==> src/rtl/hold_sched_pkg.sv <==
package hold_sched_pkg;
  localparam int NPAIR = 3;
  localparam int ID_W  = 2;
  typedef logic [ID_W-1:0] pair_t;
  localparam pair_t PAIR_A = 2'd0;
  localparam pair_t PAIR_B = 2'd1;
  localparam pair_t PAIR_C = 2'd2;
endpackage

==> src/rtl/hold_edge_track.sv <==
module hold_edge_track
  import hold_sched_pkg::*;
(
  input  logic             clk,
  input  logic             rst_n,
  input  logic [NPAIR-1:0] hold_n,
  input  logic             clr_en,
  input  pair_t            clr_pair,
  output logic [NPAIR-1:0] accept
);
  logic [NPAIR-1:0] prev_q;
  logic [NPAIR-1:0] held_q;

  // prev resets low so a line already low at release is not a request
  always_ff @(posedge clk or negedge rst_n) begin
    if (!rst_n) prev_q <= '0;
    else        prev_q <= hold_n;
  end

  genvar g;
  generate
    for (g = 0; g < NPAIR; g++) begin : g_pair
      assign accept[g] = prev_q[g] & ~hold_n[g] & ~held_q[g];
      always_ff @(posedge clk or negedge rst_n) begin
        if (!rst_n)                               held_q[g] <= 1'b0;
        else if (accept[g])                       held_q[g] <= 1'b1;
        else if (clr_en && clr_pair == pair_t'(g)) held_q[g] <= 1'b0;
      end
    end
  endgenerate
endmodule

==> src/rtl/hold_queue.sv <==
module hold_queue
  import hold_sched_pkg::*;
(
  input  logic             clk,
  input  logic             rst_n,
  input  logic [NPAIR-1:0] push_vec,
  input  logic             pop,
  output pair_t            head,
  output logic             not_empty
);
  localparam int CW = $clog2(NPAIR + 1);

  pair_t          q_q [NPAIR];
  pair_t          q_d [NPAIR];
  logic [CW-1:0]  cnt_q;
  logic [CW-1:0]  cnt_d;

  always_comb begin
    int n;
    for (int j = 0; j < NPAIR; j++) q_d[j] = q_q[j];
    n = int'(cnt_q);
    if (pop && n != 0) begin
      for (int j = 0; j < NPAIR - 1; j++) q_d[j] = q_q[j+1];
      n = n - 1;
    end
    // lower index wins: A, then B, then C
    for (int i = 0; i < NPAIR; i++) begin
      if (push_vec[i] && n < NPAIR) begin
        q_d[n] = pair_t'(i);
        n = n + 1;
      end
    end
    cnt_d = CW'(n);
  end

  always_ff @(posedge clk or negedge rst_n) begin
    if (!rst_n) begin
      cnt_q <= '0;
      for (int j = 0; j < NPAIR; j++) q_q[j] <= PAIR_A;
    end else begin
      cnt_q <= cnt_d;
      for (int j = 0; j < NPAIR; j++) q_q[j] <= q_d[j];
    end
  end

  assign head      = q_q[0];
  assign not_empty = (cnt_q != '0);
endmodule

==> src/rtl/conv_sequencer.sv <==
module conv_sequencer
  import hold_sched_pkg::*;
#(
  parameter int DATA_W    = 12,
  parameter int CYCLE_LEN = 16,
  parameter int LATCH_CYC = 13
) (
  input  logic              clk,
  input  logic              rst_n,
  input  logic              q_not_empty,
  input  pair_t             q_head,
  input  logic [DATA_W-1:0] sar0,
  input  logic [DATA_W-1:0] sar1,
  output logic              pop,
  output logic              busy_n,
  output pair_t             conv_pair,
  output logic              res_valid,
  output pair_t             res_pair,
  output logic [DATA_W-1:0] res_d0,
  output logic [DATA_W-1:0] res_d1,
  output logic              clr_en,
  output pair_t             clr_pair
);
  localparam int CNT_W = $clog2(CYCLE_LEN);

  logic             run_q;
  logic [CNT_W-1:0] k_q;
  pair_t            pair_q;
  logic             last_cyc;
  logic             latch_now;

  assign last_cyc  = run_q && (k_q == CNT_W'(CYCLE_LEN - 1));
  assign latch_now = run_q && (k_q == CNT_W'(LATCH_CYC - 1));
  assign pop       = q_not_empty && (!run_q || last_cyc);

  always_ff @(posedge clk or negedge rst_n) begin
    if (!rst_n) begin
      run_q  <= 1'b0;
      k_q    <= '0;
      pair_q <= PAIR_A;
    end else if (pop) begin
      run_q  <= 1'b1;
      k_q    <= '0;
      pair_q <= q_head;
    end else if (last_cyc) begin
      run_q  <= 1'b0;
      k_q    <= '0;
    end else if (run_q) begin
      k_q    <= k_q + 1'b1;
    end
  end

  always_ff @(posedge clk or negedge rst_n) begin
    if (!rst_n) begin
      res_valid <= 1'b0;
      res_pair  <= PAIR_A;
      res_d0    <= '0;
      res_d1    <= '0;
    end else begin
      res_valid <= latch_now;
      if (latch_now) begin
        res_pair <= pair_q;
        res_d0   <= sar0;
        res_d1   <= sar1;
      end
    end
  end

  assign busy_n    = !(run_q && (k_q < CNT_W'(LATCH_CYC)));
  assign conv_pair = pair_q;
  assign clr_en    = latch_now;
  assign clr_pair  = pair_q;
endmodule

==> src/rtl/hold_sched.sv <==
module hold_sched
  import hold_sched_pkg::*;
#(
  parameter int DATA_W    = 12,
  parameter int CYCLE_LEN = 16,
  parameter int LATCH_CYC = 13
) (
  input  logic              clk,
  input  logic              rst_n,
  input  logic [2:0]        hold_n,
  input  logic [DATA_W-1:0] sar_res0,
  input  logic [DATA_W-1:0] sar_res1,
  output logic              busy_n,
  output logic [1:0]        conv_pair,
  output logic              res_valid,
  output logic [1:0]        res_pair,
  output logic [DATA_W-1:0] res_data0,
  output logic [DATA_W-1:0] res_data1
);
  logic [NPAIR-1:0] accept;
  logic             clr_en;
  pair_t            clr_pair;
  logic             pop;
  pair_t            head;
  logic             not_empty;

  hold_edge_track u_edge (
    .clk      (clk),
    .rst_n    (rst_n),
    .hold_n   (hold_n),
    .clr_en   (clr_en),
    .clr_pair (clr_pair),
    .accept   (accept)
  );

  hold_queue u_queue (
    .clk       (clk),
    .rst_n     (rst_n),
    .push_vec  (accept),
    .pop       (pop),
    .head      (head),
    .not_empty (not_empty)
  );

  conv_sequencer #(
    .DATA_W    (DATA_W),
    .CYCLE_LEN (CYCLE_LEN),
    .LATCH_CYC (LATCH_CYC)
  ) u_seq (
    .clk         (clk),
    .rst_n       (rst_n),
    .q_not_empty (not_empty),
    .q_head      (head),
    .sar0        (sar_res0),
    .sar1        (sar_res1),
    .pop         (pop),
    .busy_n      (busy_n),
    .conv_pair   (conv_pair),
    .res_valid   (res_valid),
    .res_pair    (res_pair),
    .res_d0      (res_data0),
    .res_d1      (res_data1),
    .clr_en      (clr_en),
    .clr_pair    (clr_pair)
  );
endmodule

==> config.mk <==
export PLATFORM = sky130hd
export DESIGN_NAME = hold_sched
export DESIGN_NICKNAME = d
export VERILOG_FILES = /design/src/rtl/hold_sched_pkg.sv /design/src/rtl/hold_edge_track.sv /design/src/rtl/hold_queue.sv /design/src/rtl/conv_sequencer.sv /design/src/rtl/hold_sched.sv
export SDC_FILE = /design/constraint.sdc
export NUM_CORES = 1
export LEC_CHECK = 0
export CORE_ASPECT_RATIO = 0.6
export CORE_MARGIN = 8
export CORE_UTILIZATION = 40
export DETAILED_ROUTE_END_ITERATION = 10
export GPL_ROUTABILITY_DRIVEN = 0
export GPL_TIMING_DRIVEN = 0
export PLACE_DENSITY = 0.73
export RECOVER_POWER = 25
export SYNTH_ARGS = -nofsm -noshare
export SYNTH_HDL_FRONTEND = slang
export SYNTH_SLANG_ARGS = --single-unit
==> constraint.sdc <==
create_clock -name clk -period 5.7 [get_ports clk]
set_clock_uncertainty 0.15 [all_clocks]
set_input_delay 0.855 -clock clk [delete_from_list [all_inputs] [get_ports clk]]
set_output_delay 0.855 -clock clk [all_outputs]
set_load 0.1 [all_outputs]
; Word level (Yosys, flattened, before mapping)
; Index checks and enable logic that the tools add are counted.
[totals]
out_inout_bits = 30
elab_cells = 107
reg_bits = 48
in_bits = 29
[op_classes]
muxes = 25
n_lt_le_gt_ge = 10
bitwise = 23
add_sub_neg = 5
n_reduce_logical = 25
n_eq_ne = 4
[ops]
columns = operator, count
row1 = $ge 32x3->1 const B, 3
row2 = $lt 32x1->1 const B, 3
row3 = $lt 32x3->1 const B, 3
row4 = $mux 32, 3
row5 = $not 32->32, 3
row6 = $add 32x2->32 const B, 2
row7 = $mux 6, 3
row8 = $mux 4, 4
row9 = $logic_and 1x1->1, 14
row10 = $demux 2 s2, 3
row11 = $reduce_bool 2->1, 6
row12 = $eq 4x4->1 const B, 2
row13 = $mux 1, 8
row14 = $mux 2, 4
row15 = $and 1x1->1, 6
row16 = $and 3x3->3, 2
row17 = $and 6x6->6, 1
row18 = $not 1->1, 6
row19 = $not 3->3, 2
row20 = $not 6->6, 1
row21 = $or 3x3->3, 2
row22 = $add 4x1->4 const B, 1
row23 = $lt 4x4->1 const B, 1
row24 = $reduce_bool 3->1, 1
row25 = 7 further kinds, 8

; Depth between registers and ports, before layout
; Gate-level depths: netlist (run 1).
[logic_depth]
ltp_word = 20
ltp_mapped = 21
depth_no_buf = 21

; Cells and area by module
; From an unflattened synthesis (run 1), not the netlist that was laid out.
[hier_totals]
cells_unflattened = 226
area_unflattened_um2 = 2712.6
[by_module_without_submodules]
columns = module, instances, cells_per_inst, area_each_um2, seq_area_each_um2
row1 = conv_sequencer, 1, 95, 1455.1, 850.8
row2 = hold_queue, 1, 113, 1014.7, 200.2
row3 = hold_edge_track, 1, 18, 242.7, 150.1

; Worst setup path after synthesis (run 1)
; OpenSTA, ideal clock, no wires.
[synth_path]
kind = reg-to-reg
from = reg u_queue.cnt_q[0]
to = reg u_queue.cnt_q[1]
arrival_time_ns = 4.199
path_stages_with_launch = 22
setup_time_ns = 0.128
synth_period_minus_slack_ns = 4.476
path_slack_ns = 1.224
path_cell_list = dfrtp_1 > inv_1 > ha_1 > nand2b_1 > o221a_2 > nor2_2 > inv_1 > ha_1 > ha_1 > nor2_1 > nand3_1 > xnor2_2 > inv_1 > ha_1 > a21o_1 > a21o_2 > xor2_1 > ha_1 > nor2_1 > o311ai_2 > o22ai_2 > mux2_1
[synth_via]
elab_chain_cells = 13
elab_cells_between_ends = 18
[synth_rtl]
columns = element, line_no
row1 = start: declaration, hold_queue.sv:15  ; logic [CW-1:0] cnt_q;
row2 = start signal: assignment, hold_queue.sv:41  ; cnt_q <= cnt_d;
row3 = "parallel branches: the longest is 3 deep, another holds $sub 2x1->3", --
row4 = $mux 32 (*), hold_queue.sv:22  ; if (pop && n != 0) begin
row5 = $lt 32x3->1, hold_queue.sv:28  ; if (push_vec[i] && n < NPAIR) begin
row6 = $logic_and 1x1->1, hold_queue.sv:28
row7 = $mux 32 (*), hold_queue.sv:28
row8 = $lt 32x3->1, hold_queue.sv:28
row9 = $logic_and 1x1->1, hold_queue.sv:28
row10 = $mux 32 (*), hold_queue.sv:28
row11 = $lt 32x3->1, hold_queue.sv:28
row12 = $logic_and 1x1->1, hold_queue.sv:28
row13 = $mux 2 (*), hold_queue.sv:28
row14 = net u_queue.cnt_d[1], hold_queue.sv:16  ; logic [CW-1:0] cnt_d;
; Mark *: on every way through the listed nets, which the timed path passes.
; A chain may end at the register's enable or synchronous reset.

; Final worst setup path (run 1)
; Same ends and word-level chain as after synthesis.

==> results.tsv, run 1 <==
metric	value	unit
hold_path.class	flop to flop	
grt_overflow	0	
cts_max_level	2	
numCtsBuffers	5	
crit_fanout	6	
portBuffers	58	
yosysSeqAreaShare	47.6	%
vias	1989	
cp-end-kind	flop	
dp_slack	730	ps
synth-seq-cells	48	
finalSetupViolCount	0	
finalWorstSetupSlack	732	ps
grt_pass1_wl	9.98	mm
critPathKind	flop to flop	
antenna_found_initial	0	
synth_area_per_cell	9.62	um^2
hold_violations	0	
status	finished with violations	
ys.flop_type	dfrtp_1	
io_pins	59	
slew_violations	40	
die_w	118	um
drt_iter0_drc	72	
synth_top_area_share	47.6	%
synth_fa_ha_area_share	9.43	%
rsz0062_at_grt	no	
critPathLaunchType	flop	
yosys.cell_types.count	52	
clock-sinks	48	
reg2reg_from	u_queue.cnt_q[0]	
tns	0	ps
wl	5.85	mm
track_usage	13.1	%
startpoint	u_queue.cnt_q[0]	
remaining_drc_errors	0	
drv_cap	1	
clock_path_buffers	2	
cts_setup_buffers	0	
die_h	77.5	um
fp-row-count	22	
worstPathRequired	5740	ps
synth_warnings	0	
syn_area	2520	um^2
fill_cells	563	
syn_to_final_growth	31.6	%
synth.most_common_cell	nand2_1	
drtAntennaViolNets	0	
drive_above_1_share	9.91	%
grt_pass1_vias	2035	
ctsResizeCount	0	
cts.clk_slew.worst_paths	90	ps
synth_top_family_by_area	simple AND/OR/NAND/NOR gates	
yosys.area.top_type	dfrtp_1	
grt_max_degree	40	
clk_latency	300	ps
wl_per_cell	14.0	um
tightest_slew	2070	ps
hpwl	4.58	mm
cp.arrival	5010	ps
synth-edff-count	0	
synthMuxAreaShare	4.37	%
max_freq	0.201	GHz
holdCritStartpoint	u_seq.res_d0[4]	
synth_xor_area_share	1.69	%
diodes	0	
ys_top_cells_by_count	nand2_1 (100), dfrtp_1 (48), ha_1 (19), inv_1 (14), nor2_1 (8)	
design.die.area	9180	um^2
violations	capacitance limit, slew limit	
synth-compound-area-share	9.98	%
yosys-top-cells-area	dfrtp_1 (48%), nand2_1 (15%), ha_1 (9.4%)	
start_util	41.3	%
yosys.area_share.simple	23.0	%
period_share	87.2	%
first_pass_iters	4	
post-route-min-period	4970	ps
cts_hold_buf	0	
nNetsFinal	380	
relSlewSlack	-38.3	%
synthCells	262	
clockRootBuffer	clkbuf_8	
synthArstFlopShare	100	%
via_per_inst	4.77	
cts_tree	yes	
core_area	6110	um^2
[placed cells by master (no fill, tap or decap), drive strengths merged, types with 4 or more instances in the layout]
cell type,instances
clkdlybuf4s50,57
nand2,101
conb,6
clkbuf,12
dfrtp,48
mux2,8
a21oi,5
nor3,4
o21ai,4
ha,19
nor2,9
inv,14
[cell families after synthesis]
logic type / after synthesis
adders and majority gates: 19
muxes: 10
other: 2
and+or+nand+nor: 128
DFF: 48
AOI/OAI and AO/OA: 29
xor gates and xnor gates: 4
buffers and inverters: 22
[final cells by class]
type / instances / area, um^2 / area share [%]
Multi-Input combinational cell: 196 / 1240 / 37.5
Sequential cell: 48 / 1200 / 36.2
Timing Repair Buffer: 59 / 578 / 17.4
Tap cell: 84 / 105 / 3.17
Clock buffer: 6 / 82.6 / 2.49
Inverter: 15 / 56.3 / 1.70
Buffer: 7 / 35.0 / 1.06
Clock inverter: 2 / 15.0 / 0.453
[final timing paths]
check / end / slack (ps) / cells after the start
worst max-delay path: u_queue.cnt_q[1] / 730 / 21
worst min-delay path: u_seq.res_d0[4] / 330 / 2
worst max register to register: u_queue.cnt_q[1] / 730 / 21
worst min register to register: u_seq.res_d0[4] / 330 / 2
max in group asynchronous: u_seq.res_d1[6] / 2750 / 2
min in group asynchronous: u_seq.res_d0[1] / 340 / 1
[registers in the layout (all words and copies together) (netlist names)]
name and flops:
u_edge.prev_q 3, u_queue.cnt_q 2, u_seq.res_valid 1, u_seq.run_q 1, u_seq.clr_pair 2, u_seq.res_d0 12, u_seq.res_d1 12, u_edge.held_q 3
u_seq.k_q 4, u_queue.head 2, u_queue.q_q 4, u_seq.res_pair 2
[per-stage QoR]
| stage | instance area [um^2] | utilization [%] | hold WS (ps) | instances |
|---|---|---|---|---|
| after floorplan | 2540 | - | 296 | 266 |
| after global placement | 3220 | 52.7 | 307 | 408 |
| after detailed placement | 3240 | 53.0 | 312 | 409 |
| after CTS | 3330 | 54.6 | 254 | 417 |
| after global routing | 3320 | 54.3 | 359 | 417 |
| final | 3320 | 54.3 | 329 | 417 |
[critical path, stage by stage (launching register included)]
cell	delay, ps
dfrtp_1	390
inv_1	50
ha_1	280
nand2b_1	180
o221a_2	280
nor2_2	310
inv_1	110
ha_1	230
ha_1	230
nor2_1	110
nand3_1	210
xnor2_2	290
inv_1	110
ha_1	240
a21o_1	150
a21o_2	220
xor2_1	210
ha_1	240
nor2_1	140
o311ai_2	170
o22ai_2	210
mux2_1	340
[layer usage]
layer  track usage, %  part of all wire [%]  vias up
met5                0                     0        -
met4             2.63                  0.77        0
met3             4.55                   6.1        7
met2             20.6                    43       48
met1             17.2                    50      932
li1                 -                     -     1002
Power of run 1 is not shown: default switching activity piles up to over one toggle a cycle in this logic, so the estimate is an artifact.
==> run 2: changes to the inputs <==
Settings changed: GPL_ROUTABILITY_DRIVEN 0 to 1.
==> results of run 2 <==
No change in the layout: final DEF, timing and power equal those of run 1.
Power of run 2 is left out for the same reason.
